File: src/rtl/sp_pkg.sv
package sp_pkg;
  localparam int CNT_W = 7;

  typedef enum logic [1:0] {
    FAC_X1   = 2'b00,
    FAC_X16  = 2'b01,
    FAC_X64  = 2'b10,
    FAC_X64B = 2'b11
  } factor_e;

  localparam int STAT_TXRDY = 0;
  localparam int STAT_RXRDY = 1;
  localparam int STAT_FERR  = 2;
  localparam int CTL_MODE   = 7;
  localparam int CTL_CLRFE  = 4;

  function automatic logic [CNT_W-1:0] factor_len(input factor_e f);
    case (f)
      FAC_X1:  return CNT_W'(1);
      FAC_X16: return CNT_W'(16);
      default: return CNT_W'(64);
    endcase
  endfunction
endpackage

File: src/rtl/sp_edge.sv
module sp_edge #(
  parameter int   STAGES = 2,
  parameter logic INIT   = 1'b0
) (
  input  logic clk,
  input  logic rst_n,
  input  logic din,
  output logic lvl,
  output logic rise
);
  logic [STAGES:0] sh;

  always_ff @(posedge clk or negedge rst_n) begin
    if (!rst_n) sh <= {(STAGES+1){INIT}};
    else        sh <= {sh[STAGES-1:0], din};
  end

  assign lvl  = sh[STAGES-1];
  assign rise = sh[STAGES-1] & ~sh[STAGES];
endmodule

File: src/rtl/sp_tx.sv
module sp_tx
  import sp_pkg::*;
#(
  parameter int DW = 8
) (
  input  logic             clk,
  input  logic             rst_n,
  input  logic             tick,
  input  logic [CNT_W-1:0] len,
  input  logic             load,
  input  logic [DW-1:0]    din,
  output logic             hold_full,
  output logic             busy,
  output logic             txd
);
  localparam int FW = DW + 2;
  localparam int BW = $clog2(FW + 1);

  logic [DW-1:0]    hold;
  logic [FW-1:0]    sh;
  logic [BW-1:0]    bitn;
  logic [CNT_W-1:0] tcnt;
  logic             bit_end, frame_end, take;

  assign bit_end   = busy && tick && (tcnt == len - 1'b1);
  assign frame_end = bit_end && (bitn == BW'(FW - 1));
  assign take      = tick && hold_full && (!busy || frame_end);

  always_ff @(posedge clk or negedge rst_n) begin
    if (!rst_n) begin
      hold      <= '0;
      hold_full <= 1'b0;
      sh        <= '1;
      bitn      <= '0;
      tcnt      <= '0;
      busy      <= 1'b0;
    end else begin
      if (load) begin
        hold      <= din;
        hold_full <= 1'b1;
      end else if (take) begin
        hold_full <= 1'b0;
      end
      if (take) begin
        sh   <= {1'b1, hold, 1'b0};
        bitn <= '0;
        tcnt <= '0;
        busy <= 1'b1;
      end else if (busy && tick) begin
        if (bit_end) begin
          tcnt <= '0;
          if (frame_end) begin
            busy <= 1'b0;
            sh   <= '1;
          end else begin
            sh   <= {1'b1, sh[FW-1:1]};
            bitn <= bitn + 1'b1;
          end
        end else begin
          tcnt <= tcnt + 1'b1;
        end
      end
    end
  end

  assign txd = sh[0];
endmodule

File: src/rtl/sp_rx.sv
module sp_rx
  import sp_pkg::*;
#(
  parameter int DW = 8
) (
  input  logic             clk,
  input  logic             rst_n,
  input  logic             tick,
  input  logic             rxd,
  input  logic [CNT_W-1:0] len,
  output logic             done,
  output logic             ferr,
  output logic [DW-1:0]    data
);
  localparam int BW = $clog2(DW + 1);

  typedef enum logic [1:0] {S_IDLE, S_START, S_BITS, S_WAIT} rx_st_e;

  rx_st_e           st;
  logic [CNT_W-1:0] tcnt;
  logic [BW-1:0]    bitn;
  logic [DW-1:0]    sh;
  logic [CNT_W-1:0] half;
  logic             single;

  assign half   = len >> 1;
  assign single = (len == CNT_W'(1));

  always_ff @(posedge clk or negedge rst_n) begin
    if (!rst_n) begin
      st   <= S_IDLE;
      tcnt <= '0;
      bitn <= '0;
      sh   <= '0;
      done <= 1'b0;
      ferr <= 1'b0;
      data <= '0;
    end else begin
      done <= 1'b0;
      ferr <= 1'b0;
      if (tick) begin
        case (st)
          S_IDLE: if (!rxd) begin
            tcnt <= '0;
            bitn <= '0;
            st   <= single ? S_BITS : S_START;
          end
          S_START: begin
            if (tcnt == half - 1'b1) begin
              tcnt <= '0;
              st   <= rxd ? S_IDLE : S_BITS;
            end else begin
              tcnt <= tcnt + 1'b1;
            end
          end
          S_BITS: begin
            if (tcnt == len - 1'b1) begin
              tcnt <= '0;
              if (bitn == BW'(DW)) begin
                done <= 1'b1;
                data <= sh;
                ferr <= ~rxd;
                st   <= rxd ? S_IDLE : S_WAIT;
              end else begin
                sh   <= {rxd, sh[DW-1:1]};
                bitn <= bitn + 1'b1;
              end
            end else begin
              tcnt <= tcnt + 1'b1;
            end
          end
          default: if (rxd) st <= S_IDLE;
        endcase
      end
    end
  end
endmodule

File: src/rtl/serial_port.sv
module serial_port
  import sp_pkg::*;
#(
  parameter int DW = 8,
  parameter int SYNC_STAGES = 2
) (
  input  logic          clk,
  input  logic          rst_n,
  input  logic          cs_n,
  input  logic          rd_n,
  input  logic          wr_n,
  input  logic          addr,
  input  logic [DW-1:0] wdata,
  output logic [DW-1:0] rdata,
  input  logic          txc,
  input  logic          rxc,
  output logic          txd,
  input  logic          rxd
);
  logic             rd_act, wr_act, rd_q, wr_q;
  logic             rd_start, wr_start;
  logic             load, clear_fe;
  factor_e          fac;
  logic [CNT_W-1:0] len;
  logic             tx_tick, rx_tick, txc_lvl_unused, rxc_lvl_unused;
  logic [SYNC_STAGES-1:0] rxd_sync;
  logic             rxd_s;
  logic             hold_full, tx_busy;
  logic             rx_done, rx_ferr;
  logic [DW-1:0]    rx_data;
  logic             rx_ready, frame_err;
  logic [DW-1:0]    status;
  logic             unused_bits;

  assign unused_bits = ^{wdata[6:5], wdata[3:2]};

  assign rd_act   = ~cs_n & ~rd_n;
  assign wr_act   = ~cs_n & ~wr_n;
  assign rd_start = rd_act & ~rd_q;
  assign wr_start = wr_act & ~wr_q;
  assign load     = wr_start & ~addr & ~hold_full;
  assign clear_fe = wr_start & addr & ~wdata[CTL_MODE] & wdata[CTL_CLRFE];
  assign len      = factor_len(fac);

  sp_edge #(.STAGES(SYNC_STAGES), .INIT(1'b0)) u_txc_edge (
    .clk(clk), .rst_n(rst_n), .din(txc), .lvl(txc_lvl_unused), .rise(tx_tick));
  sp_edge #(.STAGES(SYNC_STAGES), .INIT(1'b0)) u_rxc_edge (
    .clk(clk), .rst_n(rst_n), .din(rxc), .lvl(rxc_lvl_unused), .rise(rx_tick));

  always_ff @(posedge clk or negedge rst_n) begin
    if (!rst_n) rxd_sync <= '1;
    else        rxd_sync <= {rxd_sync[SYNC_STAGES-2:0], rxd};
  end
  assign rxd_s = rxd_sync[SYNC_STAGES-1];

  sp_tx #(.DW(DW)) u_tx (
    .clk(clk), .rst_n(rst_n), .tick(tx_tick), .len(len), .load(load),
    .din(wdata), .hold_full(hold_full), .busy(tx_busy), .txd(txd));

  sp_rx #(.DW(DW)) u_rx (
    .clk(clk), .rst_n(rst_n), .tick(rx_tick), .rxd(rxd_s), .len(len),
    .done(rx_done), .ferr(rx_ferr), .data(rx_data));

  always_ff @(posedge clk or negedge rst_n) begin
    if (!rst_n) begin
      rd_q      <= 1'b0;
      wr_q      <= 1'b0;
      fac       <= FAC_X16;
      rx_ready  <= 1'b0;
      frame_err <= 1'b0;
    end else begin
      rd_q <= rd_act;
      wr_q <= wr_act;
      if (wr_start && addr && wdata[CTL_MODE]) fac <= factor_e'(wdata[1:0]);
      if (rx_done)                  rx_ready <= 1'b1;
      else if (rd_start && !addr)   rx_ready <= 1'b0;
      if (rx_ferr)       frame_err <= 1'b1;
      else if (clear_fe) frame_err <= 1'b0;
    end
  end

  always_comb begin
    status             = '0;
    status[STAT_TXRDY] = ~hold_full;
    status[STAT_RXRDY] = rx_ready;
    status[STAT_FERR]  = frame_err;
    if (!rd_act)   rdata = '0;
    else if (addr) rdata = status;
    else           rdata = rx_data;
  end
endmodule

File: config.mk
export PLATFORM = sky130hd
export DESIGN_NAME = serial_port
export DESIGN_NICKNAME = d
export VERILOG_FILES = /design/src/rtl/sp_pkg.sv /design/src/rtl/sp_edge.sv /design/src/rtl/sp_tx.sv /design/src/rtl/sp_rx.sv /design/src/rtl/serial_port.sv
export SDC_FILE = /design/constraint.sdc
export NUM_CORES = 1
export LEC_CHECK = 0
export ABC_AREA = 1
export BUFFER_PORTS_ARGS = -buffer_cell sky130_fd_sc_hd__buf_2
export CAP_MARGIN = 10
export CELL_PAD_IN_SITES_DETAIL_PLACEMENT = 0
export CELL_PAD_IN_SITES_GLOBAL_PLACEMENT = 1
export CORE_MARGIN = 10
export CORE_UTILIZATION = 34
export DETAILED_ROUTE_END_ITERATION = 8
export PLACE_DENSITY = 0.72
export SETUP_SLACK_MARGIN = 0.4
export SYNTH_ARGS = -nofsm -noshare
export SYNTH_HDL_FRONTEND = slang
export SYNTH_SLANG_ARGS = --single-unit
export TNS_END_PERCENT = 5
File: constraint.sdc
create_clock -name clk -period 3.3 [get_ports clk]
set_input_delay 0.66 -clock clk [delete_from_list [all_inputs] [get_ports clk]]
set_output_delay 0.66 -clock clk [all_outputs]
set_load 0.02 [all_outputs]
==> impl_metrics.yaml <==
status:
  status: "completed"
routing:
  first_pass_iters: 4
  routed_wl_um: 8090
  dr_total_vias: 3089
  routedWlPerCell_um: 12.5
  drc: 0
  ant_nets: 0
  via_per_inst: 4.76
  drt_iter0_markers: 171
timing:
  fin_ws_ns: 0.749
  rsz0062_at_grt: "no"
  fmax_mhz: 392
  hold_viol: 0
  slew_violations: 0
  max_slew_margin_pct: 38.2
  tns_ns: 0
  final.min_clock_period_ns: 2.55
  min_period_over_period_pct: 77.3
  timing.hold.ws_ns: 0.348
  setup_viol: 0
  skew_ns: 0.00545
  worst_slew_pin_slew_ns: 0.927
final_layout:
  fin_area_um2: 4470
  n_antenna_cell: 0
  fin_nets: 531
  areaGrowthSynthToFinish_pct: 13.1
  fillers: 1176
  drive_above_1_share_pct: 15.8
pwr:
  powerDensity_nw_per_um2: 652
  p_total_mw: 2.91
  p_leak_nw: 2.26
  vdd_ir_drop_max_mv: 0.401
logic_synthesis:
  synth_fp_nets: 502
  synthTopCellsByArea: "dfrtp_1 (40%), nand2_1 (11%), dfstp_2 (8.0%), inv_1 (6.2%), nand3_1 (5.7%)"
  syn_area_um2: 3950
  ys_types: 35
  ys_seq_area_share_pct: 47.9
  yosys.area.top_type: "dfrtp_1"
  synth_async_sr_flop_share_pct: 100
  synth_most_common_cell: "nand2_1"
  synth_common_cells: "nand2_1 (111), inv_1 (65), dfrtp_1 (63), nand3_1 (45), nor2_1 (40)"
  synth_enable_flop_cells: 0
  synth_top_area_share_pct: 39.9
  ys_warn_count: 0
  syn_area_per_cell_um2: 8.37
  ys_ff_latch: 75
  synthFlopType: "dfrtp_1"
  synth_cells: 472
setup_path:
  cp_common_cell: "nand2_1"
  worst-r2r-setup-slack_ns: 0.75
  critPathLaunchType: "flip-flop"
  worst_path_largest_cell_delay_ns: 0.56
  slowest_stage: "dfstp_2"
  crit_buf_inv: 4
  crit_required_ns: 3.57
  crit_arrival_ns: 2.82
  critical_path.top_delay_family: "simple AND/OR/NAND/NOR gates"
  cp.depth: 14
  crit_chain: "inv_1, nor2_1, inv_1, ha_1, nand2_1, nand2_1, nand2_1, nand2_1, inv_1, nand4_1, buf_4, nand2_4, nand3_1, nand2_1"
  reg2regPathDepth: 14
  crit_path_end_kind: "flip-flop"
  worstSetupPathType: "reg -> reg"
  cp_max_fo: 13
global_route:
  gr-usage-all-layers_pct: 10.4
  grt_pass1_wl_um: 14400
  grt_start_max_net_pins: 76
  grt_pass1_vias: 3094
  gr-total-overflow: 0
  antenna_found_initial: 0
clocking:
  cts_buffers: 9
  cts_tree: "built"
  path_clk_slew_ns: 0.06
  cts-root-buf: "clkbuf_16"
  postCtsHoldBufs: 0
  clk_latency_ns: 0.33
  clock-sinks: 75
  clock_path_buffers: 2
  htree_levels: 3
  cts_resized: 0
  cts_setup_buffers: 0
floorplanning:
  dieHeight_um: 128
  initial_core_util_pct: 34.6
  fp.dieW_um: 128
  dieArea_um2: 16300
  core-area_um2: 11400
  ios: 26
  fp-row-count: 39
place:
  place_area_um2: 4200
  dp_hpwl_um: 5880
  io_buffers: 25
  globalplace.congestion: 0.804
  place_ws_ns: 0.737
min_path:
  min_path_type: "reg -> reg"
  min_path_cells: 0
job:
  drv_cap: 0
-- cell families after synthesis --
family / Yosys count / share of synthesized area (%)
buffers and inverters: 77 / 8.11
AOI/OAI and AO/OA: 59 / 8.71
adders and majority gates: 13 / 4.12
xor gates and xnor gates: 11 / 2.44
DFF: 75 / 47.9
and+or+nand+nor: 237 / 28.7
-- power by group --
group	total, mW	internal [mW]	switching [mW]
combinational	0.767	0.273	0.494
clock	0.872	0.509	0.363
sequential	1.28	1.13	0.141
-- worst reg2reg max path, stage by stage (launching register included) --
cell	delay, ns
dfstp_2	0.56
inv_1	0.06
nor2_1	0.14
inv_1	0.09
ha_1	0.25
nand2_1	0.13
nand2_1	0.08
nand2_1	0.06
nand2_1	0.09
inv_1	0.07
nand4_1	0.32
buf_4	0.31
nand2_4	0.17
nand3_1	0.10
nand2_1	0.07
-- worst paths after layout --
check | start | endpoint
max in group asynchronous | rst_n | u_tx.hold[4]
max | fac[0] | u_tx.sh[1]
max reg2reg | fac[0] | u_tx.sh[1]
min | u_rxc_edge.sh[0] | u_rxc_edge.sh[1]
min in group asynchronous | rst_n | u_tx.hold_full
min reg2reg | u_rxc_edge.sh[0] | u_rxc_edge.sh[1]
-- cells in the final DEF (no fill, tap or decap), types with 13 or more instances in the layout --
| master | count |
|---|---|
| ha_1 | 13 |
| a21oi_1 | 18 |
| nand2_1 | 111 |
| o21ai_0 | 22 |
| inv_1 | 65 |
| nand3_1 | 45 |
| dfrtp_1 | 63 |
| buf_2 | 24 |
| nor2_1 | 40 |
-- per-stage QoR --
stage,util (%),instances
after floorplan,-,472
after detailed placement,36.8,633
after global routing,39.1,649
final,39.1,649
after global placement,36.8,633
after CTS,39.1,649
-- registers in the layout (all words and copies together), names as in the netlist, 2 cells and up --
register	count
u_tx.bitn	4
u_rx.st	2
u_tx.hold	8
u_tx.tcnt	7
u_rx.sh	8
u_rx.bitn	4
u_rxc_edge.sh	3
u_tx.sh	9
u_rx.tcnt	7
u_rx.data	8
rxd_sync	2
u_txc_edge.sh	3
fac	2
-- final cells by class --
type | instances | area, µm² | area share, %
well taps | 143 | 179 | 4.00
clock buffers | 12 | 236 | 5.29
clock inverters | 4 | 27.5 | 0.616
inverters | 69 | 260 | 5.82
multi-input cells | 320 | 1740 | 38.9
repair buffers | 26 | 135 | 3.02
flip-flops and latches | 75 | 1890 | 42.3
-- layer usage --
layer  GRT usage [%]  wire, µm  vias up  share of wire (%)
li1                -         -     1584                  -
met1            13.2      3940     1456                 49
met2            16.7      3830       40                 47
met3            2.94       223        9                2.8
met4            2.98        93        0                1.1
met5               0         0        -                  0
Note: power is estimated with default switching activity, not from simulation.
